==> config.mk <==
export PLATFORM = sky130hd
export DESIGN_NAME = tmr_match_ctl
export DESIGN_NICKNAME = d
export VERILOG_FILES = /design/src/rtl/tmr_pkg.sv /design/src/rtl/tmr_tick_gen.sv /design/src/rtl/tmr_counter.sv /design/src/rtl/tmr_match_chan.sv /design/src/rtl/tmr_match_ctl.sv
export SDC_FILE = /design/constraint.sdc
export NUM_CORES = 1
export LEC_CHECK = 0
export CAP_MARGIN = 40
export CORE_AREA = 2 2 117 119
export DETAILED_ROUTE_END_ITERATION = 12
export DIE_AREA = 0 0 119 121
export DONT_BUFFER_PORTS = 1
export PLACE_DENSITY_LB_ADDON = 0.3
export SETUP_SLACK_MARGIN = 0.02
export SLEW_MARGIN = 30
export SYNTH_ARGS = -nofsm -noshare
export SYNTH_HDL_FRONTEND = slang
export SYNTH_SLANG_ARGS = --single-unit
==> constraint.sdc <==
create_clock -name clk -period 5.63 [get_ports clk]
set_input_delay 1.126 -clock clk [delete_from_list [all_inputs] [get_ports clk]]
set_output_delay 1.126 -clock clk [all_outputs]
set_load 0.05 [all_outputs]
==> src/rtl/tmr_pkg.sv <==
package tmr_pkg;

   typedef enum logic [1:0] {
      ACT_KEEP = 2'b00,
      ACT_LOW  = 2'b01,
      ACT_HIGH = 2'b10,
      ACT_FLIP = 2'b11
   } act_e;

   typedef enum logic [1:0] {
      SRC_TIMER = 2'b00,
      SRC_RISE  = 2'b01,
      SRC_FALL  = 2'b10,
      SRC_BOTH  = 2'b11
   } src_e;

   localparam int ADR_CTRL   = 0;
   localparam int ADR_PRESC  = 1;
   localparam int ADR_COUNT  = 2;
   localparam int ADR_MODE   = 3;
   localparam int ADR_MATCH0 = 4;
   localparam int ADR_OUTS   = 8;

   localparam int OUTS_USED  = 12;
   localparam int ACT_LSB    = 4;

endpackage

==> src/rtl/tmr_tick_gen.sv <==
module tmr_tick_gen
   import tmr_pkg::*;
#(
   parameter int PS_W = 16,
   parameter int NIN  = 4,
   localparam int SEL_W = 2
) (
   input  logic             clk,
   input  logic             rst_n,
   input  logic             run,
   input  logic             clr,
   input  src_e             src,
   input  logic [SEL_W-1:0] in_sel,
   input  logic [NIN-1:0]   cnt_in,
   input  logic [PS_W-1:0]  ps_lim,
   output logic             tick
);

   if (NIN < 1 || NIN > 4) begin : g_bad_nin
      $error("tmr_tick_gen: NIN must be 1..4");
   end

   logic       pick;
   logic [2:0] sync_q;
   logic [PS_W-1:0] ps_q;
   logic       rise, fall, fire;

   if (NIN == 1) begin : g_one_in
      logic unused_sel;
      assign unused_sel = ^in_sel;
      assign pick = cnt_in[0];
   end else begin : g_mux_in
      always_comb begin
         pick = 1'b0;
         for (int k = 0; k < NIN; k++) begin
            if (in_sel == SEL_W'(k)) pick = cnt_in[k];
         end
      end
   end

   always_ff @(posedge clk or negedge rst_n) begin
      if (!rst_n) sync_q <= '0;
      else        sync_q <= {sync_q[1:0], pick};
   end

   assign rise = sync_q[1] & ~sync_q[2];
   assign fall = ~sync_q[1] & sync_q[2];

   always_ff @(posedge clk or negedge rst_n) begin
      if (!rst_n)                          ps_q <= '0;
      else if (clr)                        ps_q <= '0;
      else if (run && src == SRC_TIMER)    ps_q <= (ps_q == ps_lim) ? '0 : ps_q + 1'b1;
   end

   always_comb begin
      unique case (src)
         SRC_TIMER: fire = (ps_q == ps_lim);
         SRC_RISE:  fire = rise;
         SRC_FALL:  fire = fall;
         default:   fire = rise | fall;
      endcase
   end

   assign tick = run & ~clr & fire;

endmodule

==> src/rtl/tmr_counter.sv <==
module tmr_counter #(
   parameter int CNT_W = 16
) (
   input  logic             clk,
   input  logic             rst_n,
   input  logic             clr,
   input  logic             tick,
   output logic [CNT_W-1:0] cnt
);

   always_ff @(posedge clk or negedge rst_n) begin
      if (!rst_n)    cnt <= '0;
      else if (clr)  cnt <= '0;
      else if (tick) cnt <= cnt + 1'b1;
   end

endmodule

==> src/rtl/tmr_match_chan.sv <==
module tmr_match_chan
   import tmr_pkg::*;
#(
   parameter int CNT_W = 16
) (
   input  logic             clk,
   input  logic             rst_n,
   input  logic [CNT_W-1:0] cnt,
   input  logic [CNT_W-1:0] mval,
   input  act_e             act,
   input  logic             sw_we,
   input  logic             sw_bit,
   output logic             em,
   output logic             hit
);

   logic eq, eq_q;

   assign eq  = (cnt == mval);
   assign hit = eq & ~eq_q;

   always_ff @(posedge clk or negedge rst_n) begin
      if (!rst_n) eq_q <= 1'b0;
      else        eq_q <= eq;
   end

   always_ff @(posedge clk or negedge rst_n) begin
      if (!rst_n) begin
         em <= 1'b0;
      end else if (hit) begin
         unique case (act)
            ACT_KEEP: em <= em;
            ACT_LOW:  em <= 1'b0;
            ACT_HIGH: em <= 1'b1;
            default:  em <= ~em;
         endcase
      end else if (sw_we) begin
         em <= sw_bit;
      end
   end

endmodule

==> src/rtl/tmr_match_ctl.sv <==
module tmr_match_ctl
   import tmr_pkg::*;
#(
   parameter int CNT_W  = 16,
   parameter int NCH    = 4,
   parameter int NIN    = 4,
   parameter int PS_W   = 16,
   parameter int ADDR_W = 4,
   parameter int DATA_W = 32,
   localparam int PIN_N = (NCH > 3) ? 3 : NCH
) (
   input  logic              clk,
   input  logic              rst_n,
   input  logic              reg_we,
   input  logic [ADDR_W-1:0] reg_addr,
   input  logic [DATA_W-1:0] reg_wdata,
   output logic [DATA_W-1:0] reg_rdata,
   input  logic [NIN-1:0]    cnt_in,
   output logic [PIN_N-1:0]  mat_pin
);

   if (NCH < 1 || NCH > 4) begin : g_bad_nch
      $error("tmr_match_ctl: NCH must be 1..4");
   end
   if (DATA_W <= OUTS_USED || CNT_W > DATA_W || PS_W > DATA_W) begin : g_bad_w
      $error("tmr_match_ctl: DATA_W too narrow");
   end
   if ((1 << ADDR_W) <= ADR_OUTS) begin : g_bad_a
      $error("tmr_match_ctl: ADDR_W too narrow");
   end

   logic [1:0]        ctrl_q;
   logic [PS_W-1:0]   ps_lim_q;
   logic [3:0]        mode_q;
   logic [CNT_W-1:0]  mr_q  [NCH];
   act_e              act_q [NCH];
   logic [CNT_W-1:0]  cnt_q;
   logic [NCH-1:0]    em_v;
   logic [NCH-1:0]    hit_v;
   logic              tick;
   logic              emr_we;

   assign emr_we = reg_we && (reg_addr == ADDR_W'(ADR_OUTS));

   always_ff @(posedge clk or negedge rst_n) begin
      if (!rst_n) begin
         ctrl_q   <= '0;
         ps_lim_q <= '0;
         mode_q   <= '0;
         for (int i = 0; i < NCH; i++) begin
            mr_q[i]  <= '0;
            act_q[i] <= ACT_KEEP;
         end
      end else if (reg_we) begin
         if (reg_addr == ADDR_W'(ADR_CTRL))  ctrl_q   <= reg_wdata[1:0];
         if (reg_addr == ADDR_W'(ADR_PRESC)) ps_lim_q <= reg_wdata[PS_W-1:0];
         if (reg_addr == ADDR_W'(ADR_MODE))  mode_q   <= reg_wdata[3:0];
         for (int i = 0; i < NCH; i++) begin
            if (reg_addr == ADDR_W'(ADR_MATCH0 + i)) mr_q[i] <= reg_wdata[CNT_W-1:0];
            if (reg_addr == ADDR_W'(ADR_OUTS))
               act_q[i] <= act_e'(reg_wdata[ACT_LSB + 2*i +: 2]);
         end
      end
   end

   tmr_tick_gen #(.PS_W(PS_W), .NIN(NIN)) u_tick (
      .clk    (clk),
      .rst_n  (rst_n),
      .run    (ctrl_q[0]),
      .clr    (ctrl_q[1]),
      .src    (src_e'(mode_q[1:0])),
      .in_sel (mode_q[3:2]),
      .cnt_in (cnt_in),
      .ps_lim (ps_lim_q),
      .tick   (tick)
   );

   tmr_counter #(.CNT_W(CNT_W)) u_cnt (
      .clk   (clk),
      .rst_n (rst_n),
      .clr   (ctrl_q[1]),
      .tick  (tick),
      .cnt   (cnt_q)
   );

   for (genvar i = 0; i < NCH; i++) begin : g_ch
      tmr_match_chan #(.CNT_W(CNT_W)) u_ch (
         .clk    (clk),
         .rst_n  (rst_n),
         .cnt    (cnt_q),
         .mval   (mr_q[i]),
         .act    (act_q[i]),
         .sw_we  (emr_we),
         .sw_bit (reg_wdata[i]),
         .em     (em_v[i]),
         .hit    (hit_v[i])
      );
   end

   for (genvar i = 0; i < PIN_N; i++) begin : g_pin
      assign mat_pin[i] = em_v[i];
   end

   always_comb begin
      reg_rdata = '0;
      if (reg_addr == ADDR_W'(ADR_CTRL))  reg_rdata[1:0]      = ctrl_q;
      if (reg_addr == ADDR_W'(ADR_PRESC)) reg_rdata[PS_W-1:0] = ps_lim_q;
      if (reg_addr == ADDR_W'(ADR_COUNT)) reg_rdata[CNT_W-1:0] = cnt_q;
      if (reg_addr == ADDR_W'(ADR_MODE))  reg_rdata[3:0]      = mode_q;
      for (int i = 0; i < NCH; i++) begin
         if (reg_addr == ADDR_W'(ADR_MATCH0 + i)) reg_rdata[CNT_W-1:0] = mr_q[i];
         if (reg_addr == ADDR_W'(ADR_OUTS)) begin
            reg_rdata[i]                 = em_v[i];
            reg_rdata[ACT_LSB + 2*i +: 2] = act_q[i];
         end
      end
   end

endmodule

==> results.sh <==
export IMPL_cts_repair_resized=0
export IMPL_htree_levels=4
export IMPL_ctsHoldBuffers=0
export IMPL_crit_path_end_kind="primary output"
export IMPL_post_place_ws_ps=1810
export IMPL_final_common_cell="dfrtp_1"
export IMPL_crit_chain="nand2b_1 -> nor3_2 -> buf_4 -> a221oi_1 -> o21ai_0 -> a222oi_1 -> inv_1"
export IMPL_crit_path_start_kind="input port"
export IMPL_die_w_um=119
export IMPL_ys_ff_latch=137
export IMPL_required_ps=4500
export IMPL_layout_setup_ws_ps=1810
export IMPL_synthTopCellsByArea="dfrtp_1 44%, mux2_2 14%, xnor2_1 9.1%"
export IMPL_slowest_stage="a221oi_1"
export IMPL_clock_sink_count=137
export IMPL_die_y_um=121
export IMPL_synth_distinct_cells=49
export IMPL_min_path_type="flop to flop"
export IMPL_drt_pass1_iterations=7
export IMPL_fin_tns_setup_ps=0
export IMPL_post_cts_buffers=0
export IMPL_cellLeakagePower_nw=3.41
export IMPL_detail_route_antenna_nets=0
export IMPL_dieArea_sq_um=14400
export IMPL_synth_cells=729
export IMPL_worst_path_max_fanout=16
export IMPL_drv_slew=0
export IMPL_port_buffers=0
export IMPL_vdd_drop_max_v=0.000259
export IMPL_worst_setup_path_type="input port to primary output"
export IMPL_core_area_sq_um=13100
export IMPL_yosysSeqAreaShare_pct=44.3
export IMPL_max_stage_delay_ps=330
export IMPL_fin_skew_ps=6.14
export IMPL_clkLatencyLatePin_ps=420
export IMPL_vias=5845
export IMPL_path_delay_family="compound AO/OA/AOI/OAI gates"
export IMPL_finalHoldViolCount=0
export IMPL_num_rows=42
export IMPL_antenna_cells=0
export IMPL_crit_arrival_ps=2690
export IMPL_fin_crit_ps=3820
export IMPL_synth_flop_cell="dfrtp_1"
export IMPL_grt_ovfl_total=0
export IMPL_rsz0062_at_grt="no"
export IMPL_vias_per_cell=6.44
export IMPL_antenna_found_initial=0
export IMPL_cts_root_buffer="clkbuf_16"
export IMPL_grt_pass1_wl_um=32100
export IMPL_wl_um=20400
export IMPL_ios=78
export IMPL_gp_congestion=0.935
export IMPL_cap_violations=0
export IMPL_fin_util_pct=65.0
export IMPL_grt_pass1_vias=5779
export IMPL_synthToLayoutAreaGrowth_pct=9.90
export IMPL_wire_per_inst_um=22.5
export IMPL_max_slew_margin_pct=48.9
export IMPL_rrSetupSlack_ps=3070
export IMPL_syn_area_sq_um=7740
export IMPL_cts_tree="done"
export IMPL_status="completed"
export IMPL_drive_gt1_share_pct=22.0
export IMPL_hpwl_um=14100
export IMPL_fin_crit_sh_pct=67.8
export IMPL_nFillCells=969
export IMPL_grt_usage_pct=29.4
export IMPL_drc_errors=0
export IMPL_drt_initial_drc_count=672
export IMPL_start_util_pct=59.1
export IMPL_synth_edf_count=0
export IMPL_fmax_ghz=0.262
export IMPL_grt_max_degree=138
export IMPL_tightest_slew_ps=766
export IMPL_syn_area_per_cell_sq_um=10.6
export IMPL_final_nets=774
export IMPL_synth_top_area_share_pct=44.3
export IMPL_finalPower_mw=3.26
export IMPL_path_buf_inv=2
export IMPL_holdWs_ps=351
export IMPL_power_density_cell_area_nw_per_um2=383
export IMPL_yosysTopAreaCell="dfrtp_1"
export IMPL_clk_pin_slew_worst_paths_ps=60
export IMPL_async_reset_ff_share_pct=100
export IMPL_cts_made_buffers=17
export IMPL_setup_violations=0
export IMPL_yosysWarningCount=0
export IMPL_most_common_layout_cells="137 x dfrtp_1, 98 x mux2_2, 80 x xnor2_1"
export IMPL_cts_buffer_depth=2
cell usage after synthesis (2+ instances only):
cell / number
a211oi_1: 6
a21oi_1: 35
a222oi_1: 5
a22oi_1: 34
a31oi_1: 6
a41oi_1: 5
and2_1: 2
and3_1: 6
and4_1: 2
buf_1: 2
buf_2: 4
buf_4: 19
clkbuf_1: 41
dfrtp_1: 137
ha_1: 12
inv_1: 17
mux2_2: 98
mux2i_1: 5
mux4_2: 3
nand2_1: 36
nand2b_1: 6
nand3_1: 14
nand3b_1: 7
nand4_1: 26
nand4b_1: 2
nor2_1: 32
nor2b_1: 5
nor3_1: 5
nor3_2: 2
nor3b_1: 3
nor4_1: 5
o211a_1: 3
o21ai_0: 25
o31ai_1: 6
or2_2: 2
or3_1: 13
or3b_2: 2
or4_1: 6
xnor2_1: 80
power breakdown:
group / internal (mW) / switching, mW / leakage (nW)
registers: 1.17 / 0.266 / 1.73
clock network: 0.737 / 0.402 / 0.299
logic: 0.329 / 0.347 / 1.38
kinds of logic after synthesis:
family | share of synthesized area, %
DFF | 44.3
and+or+nand+nor | 12.8
adders and majority gates | 1.94
xor gates and xnor gates | 9.17
muxes | 15.8
other | 0.0485
AOI/OAI and AO/OA | 11.0
buffers and inverters | 5.01
flip-flops by register name, indices dropped and copies added (netlist names):
signal          flops
u_cnt.cnt          16
u_tick.sync_q       3
u_tick.ps_q        16
mr_q               64
ps_lim_q           16
ctrl_q              2
mode_q              4
g_ch.u_ch.eq_q      4
act_q               8
g_ch.u_ch.em        4
cell type report:
class | instances | area (sq um) | share of cell area, %
timing repair buffer | 22 | 199 | 2.34
inverter | 17 | 63.8 | 0.750
tap | 176 | 220 | 2.59
sequential | 137 | 3430 | 40.3
clock buffer | 23 | 488 | 5.74
multi-input combinational | 524 | 3990 | 46.9
clock inverter | 8 | 118 | 1.38
metrics by stage:
| stage | area, sq um | instances |
|---|---|---|
| final | 8500 | 907 |
| after global routing | 8500 | 907 |
| after CTS | 8480 | 905 |
| after detailed placement | 7870 | 874 |
| after global placement | 7820 | 870 |
| after floorplan | 7790 | 744 |
final timing paths:
kind                                             from                          end  cells past startpoint
min                        u_tick.sync_q[0]$_DFF_PN0_   u_tick.sync_q[1]$_DFF_PN0_                      0
max reg2reg                 u_cnt.cnt[13]$_DFFE_PN0P_  g_ch[1].u_ch.em$_DFFE_PN0P_                      6
max                                       reg_addr[3]                 reg_rdata[0]                      7
min reg2reg                u_tick.sync_q[0]$_DFF_PN0_   u_tick.sync_q[1]$_DFF_PN0_                      0
min in group asynchronous                       rst_n        mode_q[0]$_DFFE_PN0P_                      0
max in group asynchronous                       rst_n         mr_q[16]$_DFFE_PN0P_                      0
metal layers:
| metal | track usage, % | share of wire (%) | wire (um) | up-vias |
|---|---|---|---|---|
| li1 | - | - | - | 2589 |
| met1 | 39.5 | 43 | 8770 | 2950 |
| met2 | 45.5 | 46 | 9420 | 269 |
| met3 | 8.22 | 8.4 | 1720 | 37 |
| met4 | 11.4 | 2.5 | 505 | 0 |
| met5 | 0 | 0 | 0 | - |
(Power assumes the default switching activity.)
